<file path="config.mk">
export PLATFORM = sky130hd
export DESIGN_NAME = idle_sync_descrambler
export DESIGN_NICKNAME = d
export VERILOG_FILES = /design/src/rtl/descr_pkg.sv /design/src/rtl/descr_key_gen.sv /design/src/rtl/descr_lock_ctrl.sv /design/src/rtl/descr_idle_watch.sv /design/src/rtl/idle_sync_descrambler.sv
export SDC_FILE = /design/constraint.sdc
export NUM_CORES = 1
export LEC_CHECK = 0
export ABC_AREA = 0
export BUFFER_PORTS_ARGS = -buffer_cell sky130_fd_sc_hd__buf_2
export CORE_MARGIN = 8
export CORE_UTILIZATION = 52
export CTS_BUF_LIST = sky130_fd_sc_hd__clkbuf_4 sky130_fd_sc_hd__clkbuf_8 sky130_fd_sc_hd__clkbuf_16
export DETAILED_ROUTE_END_ITERATION = 8
export PLACE_DENSITY = 0.69
export RECOVER_POWER = 25
export SLEW_MARGIN = 10
export SYNTH_ARGS = -nofsm -noshare
export SYNTH_HDL_FRONTEND = slang
export SYNTH_SLANG_ARGS = --single-unit
</file>
<file path="constraint.sdc">
create_clock -name clk -period 3.4 [get_ports clk]
set_input_delay 0.51 -clock clk [delete_from_list [all_inputs] [get_ports clk]]
set_output_delay 0.51 -clock clk [all_outputs]
set_load 0.01 [all_outputs]
</file>
<file path="src/rtl/descr_pkg.sv">
package descr_pkg;
  localparam int KEY_W = 11;
  localparam int TAP_A = 8;   // key delayed by 9 bits
  localparam int TAP_B = 10;  // key delayed by 11 bits
  typedef logic [KEY_W-1:0] key_t;
endpackage

</file>
<file path="src/rtl/descr_key_gen.sv">
module descr_key_gen
  import descr_pkg::*;
(
  input  logic clk,
  input  logic rst_n,
  input  logic advance,
  input  logic acquire,
  input  logic rx_bit,
  output logic key_bit
);
  key_t key_q;

  assign key_bit = key_q[TAP_A] ^ key_q[TAP_B];

  always_ff @(posedge clk) begin
    if (!rst_n) begin
      key_q <= '0;
    end else if (advance) begin
      key_q <= {key_q[KEY_W-2:0], acquire ? ~rx_bit : key_bit};
    end
  end
endmodule

</file>
<file path="src/rtl/descr_lock_ctrl.sv">
module descr_lock_ctrl #(
  parameter int LOCK_RUN = 60
) (
  input  logic clk,
  input  logic rst_n,
  input  logic advance,
  input  logic sig_detect,
  input  logic hit,
  input  logic timeout,
  output logic locked
);
  localparam int RUN_W = $clog2(LOCK_RUN + 1);
  logic [RUN_W-1:0] run_q;

  always_ff @(posedge clk) begin
    if (!rst_n || !sig_detect) begin
      locked <= 1'b0;
      run_q  <= '0;
    end else if (advance) begin
      if (locked) begin
        if (timeout) begin
          locked <= 1'b0;
          run_q  <= '0;
        end
      end else if (hit) begin
        if (run_q == RUN_W'(LOCK_RUN - 1)) begin
          locked <= 1'b1;
          run_q  <= '0;
        end else begin
          run_q <= run_q + 1'b1;
        end
      end else begin
        run_q <= '0;
      end
    end
  end
endmodule

</file>
<file path="src/rtl/descr_idle_watch.sv">
module descr_idle_watch #(
  parameter int WINDOW   = 32000,
  parameter int IDLE_LEN = 5
) (
  input  logic clk,
  input  logic rst_n,
  input  logic advance,
  input  logic active,
  input  logic plain_bit,
  output logic timeout,
  output logic [$clog2(WINDOW)-1:0] wd_cnt
);
  localparam int WD_W  = $clog2(WINDOW);
  localparam int ONE_W = $clog2(IDLE_LEN);
  logic [ONE_W-1:0] ones_q;
  logic idle_now;

  assign idle_now = plain_bit && (ones_q == ONE_W'(IDLE_LEN - 1));
  assign timeout  = advance && active && !idle_now && (wd_cnt == WD_W'(WINDOW - 1));

  always_ff @(posedge clk) begin
    if (!rst_n || !active) begin
      ones_q <= '0;
      wd_cnt <= '0;
    end else if (advance) begin
      if (!plain_bit)    ones_q <= '0;
      else if (!idle_now) ones_q <= ones_q + 1'b1;
      wd_cnt <= (idle_now || timeout) ? '0 : wd_cnt + 1'b1;
    end
  end
endmodule

</file>
<file path="src/rtl/idle_sync_descrambler.sv">
module idle_sync_descrambler #(
  parameter int LOCK_RUN = 60,
  parameter int WINDOW   = 32000,
  parameter int IDLE_LEN = 5
) (
  input  logic clk,
  input  logic rst_n,
  input  logic sig_detect,
  input  logic in_valid,
  output logic in_ready,
  input  logic in_bit,
  output logic out_valid,
  input  logic out_ready,
  output logic out_bit,
  output logic locked
);
  localparam int WD_W = $clog2(WINDOW);

  logic xfer, key_bit, timeout;
  logic [WD_W-1:0] wd_cnt;

  assign in_ready  = out_ready;
  assign out_valid = in_valid;
  assign xfer      = in_valid && out_ready;
  assign out_bit   = in_bit ^ key_bit;

  descr_key_gen u_key (
    .clk(clk), .rst_n(rst_n), .advance(xfer), .acquire(!locked),
    .rx_bit(in_bit), .key_bit(key_bit)
  );

  descr_lock_ctrl #(.LOCK_RUN(LOCK_RUN)) u_lock (
    .clk(clk), .rst_n(rst_n), .advance(xfer), .sig_detect(sig_detect),
    .hit(out_bit), .timeout(timeout), .locked(locked)
  );

  descr_idle_watch #(.WINDOW(WINDOW), .IDLE_LEN(IDLE_LEN)) u_idle (
    .clk(clk), .rst_n(rst_n), .advance(xfer), .active(locked),
    .plain_bit(out_bit), .timeout(timeout), .wd_cnt(wd_cnt)
  );
endmodule

</file>
# Yosys cells after proc, flatten, opt, wreduce, memory -nomap -nowiden
# Cells that the tools add are included.
# W data, S select, Z words.
word_totals:
  regBits: 36
  latch_bits: 0
  mem_bits_rw: 0
  rom_bits: 0
  input_bits: 6
  output_inout_bits: 4
  word_cells: 42
  memories: 0
classes:
  add_sub_neg: 3
  mul: 0
  div_mod_pow: 0
  order_cmp: 0
  n_eq_ne: 5
  shifts: 0
  muxes: 12
  bitwise: 3
  n_reduce_logical: 14
op_table:
  columns: ["op", "count"]
  rows:
  - ["$mux W6", 4]
  - ["$add A15 B1 Y15 const B", 1]
  - ["$eq A15 B15 Y1 const B", 1]
  - ["$mux W15", 1]
  - ["$add A6 B1 Y6 const B", 1]
  - ["$eq A6 B6 Y1 const B", 1]
  - ["$mux W3", 2]
  - ["$logic_and A1 B1 Y1", 5]
  - ["$mux W1", 5]
  - ["$logic_not A1 Y1", 4]
  - ["$reduce_and A2 Y1", 2]
  - ["$add A3 B1 Y3 const B", 1]
  - ["$eq A3 B3 Y1 const B", 1]
  - ["$logic_or A1 B1 Y1", 3]
  - ["$ne A2 B1 Y1 const B", 1]
  - ["$ne A2 B2 Y1 const B", 1]
  - ["$xor A1 B1 Y1", 2]
  - ["$not A1 Y1", 1]

# Longest topological paths before layout
# Gate-level depths: netlist (run 1).
depth:
  ltp_word: 8
  mapped_depth: 6

# By module
# A second synthesis (run 1) with hierarchy kept.
hier_totals:
  hier_cells: 203
  area_unflattened_um2: 1804.2
by_module_without_submodules:
  columns: ["mod", "instances", "cells_per_inst", "area_each_um2", "seq_area_each_um2"]
  rows:
  - ["descr_idle_watch", 1, 114, 933.4, 360.3]
  - ["descr_key_gen", 1, 38, 444.2, 220.2]
  - ["descr_lock_ctrl", 1, 46, 392.9, 140.1]
  - ["idle_sync_descrambler", 1, 5, 33.8, 0.0]

# Worst setup path before layout (run 1)
# No wires, ideal clock.
synth_path:
  path_kind: "register -> register"
  startpoint: "register u_idle.wd_cnt[0]"
  endpoint: "register u_lock.run_q[1]"
  t_arrival_ns: 1.721
  path_slack_ns: 1.553
  path_stages_with_launch: 7
  path_buffers: 1
  cell_sequence: "dfxtp_1 ha_1 nand3_1 or4_1 buf_2 o211ai_1 a31oi_1"
synth_between:
  elab_chain_cells: 4
synth_rtl:
  columns: ["element", "line_no", "source"]
  rows:
  - ["from (decl)", "descr_idle_watch.sv:11", "output logic [$clog2(WINDOW)-1:0] wd_cnt"]
  - ["from (signal assigned)", "descr_idle_watch.sv:28", "wd_cnt <= (idle_now || timeout) ? '0 : wd_cnt + 1'b1;"]
  - ["$eq A15 B15 Y1", "descr_idle_watch.sv:19", "assign timeout = advance && active && !idle_now && (wd_cnt == WD_W'(WINDOW - 1));"]
  - ["$logic_and A1 B1 Y1", "descr_idle_watch.sv:19", null]
  - ["$ne A2 B1 Y1 (no line)", null, null]
  - ["$reduce_and A2 Y1 (no line)", null, null]
  - ["to (signal assigned)", "descr_lock_ctrl.sv:30", "run_q <= run_q + 1'b1;"]
  - ["to (decl)", "descr_lock_ctrl.sv:13", "logic [RUN_W-1:0] run_q;"]
# Every way passes these cells.
# A chain may end at the register's enable or synchronous reset.

# Worst setup path in the final report (run 1)
layout_path:
  startpoint: "register u_idle.wd_cnt[0]"
  endpoint: "register u_idle.wd_cnt[14]"
layout_between:
  elab_chain_cells: 4
  word_cells_on_any_way: 5
layout_rtl:
  columns: ["element", "line_no"]
  rows:
  - ["branches (longest 3 deep; another with $add A15 B1 Y15)", null]
  - ["$mux W15 (*)", "descr_idle_watch.sv:28"]
# Every way passes the cells marked *.

==> flow_summary.ini, run 1 <==
[logic_synthesis]
netlist_instances = 215
synth_area_um2 = 1790
synthArstFlopShare = 0
netlist-cell-type-count = 44
yosys_register_bits = 36
netlist.area_leader.share = 0.403
yosysSeqAreaShare = 0.403
synth_warnings = 0
synth_edf_count = 0
syn-num-nets = 225
synthFlopType = dfxtp_1
synthTopCellsByArea = dfxtp_1, nand2_1, a21boi_0, nor3_1, o21ai_0
syn_avg_cell_area_um2 = 8.32
synth_top_area_cell = dfxtp_1

[placed_design]
place_inst = 260
dpl.hpwl_mm = 2.58
gp_congestion = 0.856
dpl_cell_area_um2 = 1850
port_buffers = 9

[run]
cap_violations = 0

[global_route]
grt_max_degree = 32
globalRouteTotalUtil = 0.148
grt_pass1_wl_mm = 6.34
antenna_found_initial = 0
overflow = 0
grt_pass1_vias = 1360

[worst_hold_path]
whs_path_depth = 2
worstHoldPathType = flip-flop to flip-flop

[cells_and_area]
instances_no_fill = 268
stdcell_area_um2 = 1930
nets = 231
diodes = 0
final_cell_mix = nand2_1, dfxtp_1, nor3_1
fillers = 314
drive_gt1_frac = 0.108
syn_to_final_growth_pct = 7.62
final_common_cell = nand2_1

[cts]
cts.htree.levels = 2
cts_hold_repair.buffers = 0
cts_buffers = 5
clock_sinks = 36
post_cts_resized = 0
cts_tree = yes
path_clk_slew_ps = 120
root_buffer = clkbuf_4
clockBufferDepth = 2
clock_latency_ps = 340
cts_setup_buffers = 0

[detailed_routing]
drt_pass1_iterations = 4
antenna_left = 0
drt-total-wl_mm = 3.77
drc_errors = 0
detail_route.wl_per_cell_um = 14.1
first_iter_violations = 141
route.vias.total = 1584
viasPerCell = 5.91

[worst_setup_path]
ff2ff_setup_slack_ps = 1090
rr_worst_depth = 5
end_kind = flip-flop
cp-start-kind = flip-flop
cp.arrival_ps = 2520
worstPathMaxFanout = 12
crit_type = flip-flop to flip-flop
required_ps = 3620

[timing]
fin_skew_ps = 16.1
timing.slew.headroom = 0.313
rsz0062_at_grt = no
worstMarginPinSlew_ps = 1030
setup_viol = 0
slew_viol_final = 0
fin_setup_tns_ps = 0
fmax_ghz = 0.434
finalCriticalPeriod_ps = 2310
period_share = 0.678
finalHoldViolCount = 0

[floorplanning]
die_x_um = 74.7
die_y_um = 74.7
io_pins = 10
core_area_um2 = 3310
floorplan.die_area_um2 = 5570
start_util = 0.540
rows = 21

[outcome]
status = completed

[power]
total_power_mw = 0.759
irDropWorstVdd_mv = 0.257
power_density_nw_per_um2 = 394
leakage_nw = 0.588
## flip-flops by register name (all words and copies together), names as in the netlist
name,flops
u_idle.wd_cnt,15
u_key.key_q,11
u_lock.run_q,6
u_idle.ones_q,3
u_lock.locked,1
## path summary, 6_finish.rpt
path                                       start                end
worst max-delay path            u_idle.wd_cnt[0]  u_idle.wd_cnt[14]
worst min-delay path              u_key.key_q[7]     u_key.key_q[8]
worst max register to register  u_idle.wd_cnt[0]  u_idle.wd_cnt[14]
worst min register to register    u_key.key_q[7]     u_key.key_q[8]
## power by group
part	switching [mW]	leakage [nW]	total [mW]	internal, mW
logic	0.0231	0.257	0.0329	0.00981
clock network	0.150	0.0412	0.303	0.153
registers	0.000663	0.290	0.423	0.423
## per-stage QoR
| step | setup slack [ps] | hold WS, ps | util |
|---|---|---|---|
| 3_5_place_dp | 1120 | 459 | 0.559 |
| 4_1_cts | 1110 | 477 | 0.583 |
| 3_3_place_gp | 1200 | 448 | 0.559 |
| 6_report | 1090 | 473 | 0.582 |
| 5_1_grt | 878 | 492 | 0.582 |
| 2_1_floorplan | 1550 | 440 | - |
## final cells by class
class / instances / area, um2 / share of cell area
inverter: 3 / 11.3 / 0.00585
clock buffer: 5 / 37.5 / 0.0195
multi-input combinational: 165 / 1010 / 0.523
timing repair buffer: 10 / 48.8 / 0.0253
clock inverter: 3 / 42.5 / 0.0221
sequential: 36 / 721 / 0.374
tap: 46 / 57.6 / 0.0299
## cell usage after synthesis (2+ instances only)
cell and n:
nand2_1 42, or4_1 2, nor3_1 15, a21oi_1 9, nand3_1 10, and2_1 7, buf_1 2, nor2_1 7
o211ai_1 3, dfxtp_1 36, nor2b_1 2, ha_1 4, inv_1 2, a211oi_2 2, nand3b_1 2, a21oi_2 2
a21boi_0 10, a31oi_1 4, clkbuf_1 6, nor4_1 2, xor2_1 2, buf_4 2, xnor2_1 5, nand4_1 5
or3_1 2, o21ai_0 12
## kinds of logic after synthesis
| logic type | after synthesis | synth area share |
|---|---|---|
| and+or+nand+nor | 101 | 0.287 |
| AOI/OAI and AO/OA | 51 | 0.195 |
| DFF | 36 | 0.403 |
| buffers and inverters | 14 | 0.0343 |
| xor gates and xnor gates | 8 | 0.0469 |
| adders and majority gates | 4 | 0.0280 |
| muxes | 1 | 0.00559 |
## metal layers
layer	track usage	vias up	share of wire
met2	0.217	46	0.44
met1	0.196	742	0.50
met5	0	-	0
li1	-	789	-
met4	0.0522	0	0.014
met3	0.0506	7	0.054
## critical path: stages (launching register included)
cell and delay [ps]:
dfxtp_1 380, ha_1 250, nand3_1 200, or4_1 770, a21oi_2 470, nor3_1 100
Power figures use the tool's default switching activity.
==> inputs of run 2 (changes only) <==
==> constraint.sdc (replaced) <==
create_clock -name clk -period 2.15 [get_ports clk]
set_input_delay 0.3225 -clock clk [delete_from_list [all_inputs] [get_ports clk]]
set_output_delay 0.3225 -clock clk [all_outputs]
set_load 0.01 [all_outputs]
==> flow_summary.ini, run 2 (synthesis gave the netlist of run 1 again) <==
[cts]
cts_tree = yes
cts_setup_buffers = 0
cts.htree.levels = 2
clock_latency_ps = 340
path_clk_slew_ps = 110
clockBufferDepth = 2
cts_hold_repair.buffers = 0
clock_sinks = 36
root_buffer = clkbuf_4
cts_buffers = 5

[global_route]
grt_pass1_wl_mm = 6.72
grt_pass1_vias = 1506
overflow = 0
globalRouteTotalUtil = 0.155
grt_max_degree = 31
antenna_found_initial = 0

[cells_and_area]
drive_gt1_frac = 0.124
final_common_cell = nand2_1
largest-register = u_idle.wd_cnt
nets = 236
seqCellArea_um2 = 721
final_cell_mix = nand2_1, dfxtp_1, nor3_1
diodes = 0
syn_to_final_growth_pct = 8.88
largest_register_ffs = 15
multiInputGateArea_um2 = 1010
fillers = 325
largestRegisters = u_idle.wd_cnt: 15 flops, u_key.key_q: 11 flops, u_lock.run_q: 6 flops

[worst_setup_path]
cp-start-kind = flip-flop
cp.arrival_ps = 2180
rr_startpoint = u_idle.wd_cnt[0]
r2r_end = u_idle.wd_cnt[6]
startpoint = u_idle.wd_cnt[0]
rr_worst_depth = 6
ff2ff_setup_slack_ps = 170
required_ps = 2350
crit_type = flip-flop to flip-flop
end_kind = flip-flop
worstPathMaxFanout = 7
endpoint = u_idle.wd_cnt[6]

[floorplanning]
die_y_um = 74.7
core_area_um2 = 3310
io_pins = 10
rows = 21
floorplan.die_area_um2 = 5570
start_util = 0.540
die_x_um = 74.7

[timing]
period_share = 0.920
setup_viol = 0
rsz0062_at_grt = no
finalHoldViolCount = 0
timing.slew.headroom = 0.553
worstMarginPinSlew_ps = 669
fin_skew_ps = 4.43
slew_viol_final = 0
fin_setup_tns_ps = 0
finalCriticalPeriod_ps = 1980
fmax_ghz = 0.506
holdWs_ps = 318

[detailed_routing]
drt_pass1_iterations = 4
drc_errors = 0
first_iter_violations = 106
detail_route.wl_per_cell_um = 13.9
antenna_left = 0
route.vias.total = 1563
viasPerCell = 5.75
drt-total-wl_mm = 3.77

[placed_design]
gp_congestion = 0.815
dpl.hpwl_mm = 2.68
port_buffers = 9

[worst_hold_path]
worstHoldPathType = primary input to flip-flop

[power]
leakage_nw = 0.605
irDropWorstVdd_mv = 0.565
total_power_mw = 1.13
power_density_nw_per_um2 = 579

[outcome]
status = completed

[run]
cap_violations = 0
[run 2: cell types whose count changed in the layout (fill, tap and decap cells not counted), sizes merged]
| cell | before | now |
|---|---|---|
| clkinvlp | 1 | 0 |
| buf | 7 | 11 |
| clkinv | 1 | 0 |
| bufinv | 1 | 0 |
| clkbuf | 8 | 11 |
[run 2: report_power, final]
| part | leakage, nW | switching [mW] | internal (mW) |
|---|---|---|---|
| Sequential | 0.290 | 0.00108 | 0.668 |
| Clock | 0.0374 | 0.219 | 0.186 |
| Combinational | 0.278 | 0.0368 | 0.0162 |
[run 2: repair_timing]
action	CTS	global route
endpoints found under the hold margin	0	0
setup endpoints to repair	0	5
resized for setup	0	1
[run 2: routing by layer]
metal	part of all wire	track usage	wire length [um]
met1	0.48	0.188	1810
met4	0.014	0.0717	53
met2	0.46	0.245	1740
met5	0	0	0
met3	0.045	0.0466	171
[run 2: per-stage QoR]
| stage | util | instances | worst slack (ps) | area [um2] |
|---|---|---|---|---|
| after floorplan | - | 215 | 303 | 1790 |
| after global placement | 0.570 | 265 | 230 | 1890 |
| after detailed placement | 0.570 | 265 | 120 | 1890 |
| after CTS | 0.590 | 272 | 104 | 1950 |
| after global routing | 0.588 | 272 | 48.7 | 1950 |
| final | 0.588 | 272 | 172 | 1950 |
[run 2: layout make-up]
cell class,instances,area share
tap,46,0.0295
multi-input combinational,165,0.519
sequential,36,0.370
inverter,3,0.00578
clock buffer,7,0.0334
timing repair buffer,15,0.0424
[run 2: worst min-delay path by stage]
stage	slack, ps	to	depth (start not counted)	startpoint
4_1_cts	300	u_lock.run_q[1]	3	sig_detect
5_1_grt	300	u_lock.run_q[1]	3	sig_detect
2_1_floorplan	440	u_lock.run_q[0]	1	u_lock.run_q[0]
3_5_place_dp	460	u_key.key_q[8]	2	u_key.key_q[7]
3_3_place_gp	450	u_key.key_q[8]	2	u_key.key_q[7]
6_report	320	u_lock.run_q[1]	3	sig_detect
[run 2: worst max-delay path, stage by stage, from the launching register on]
cell,delay [ps]
dfxtp_1,390
ha_1,260
nand3_1,120
or4_1,660
buf_4,220
o2111ai_1,100
a31oi_1,100
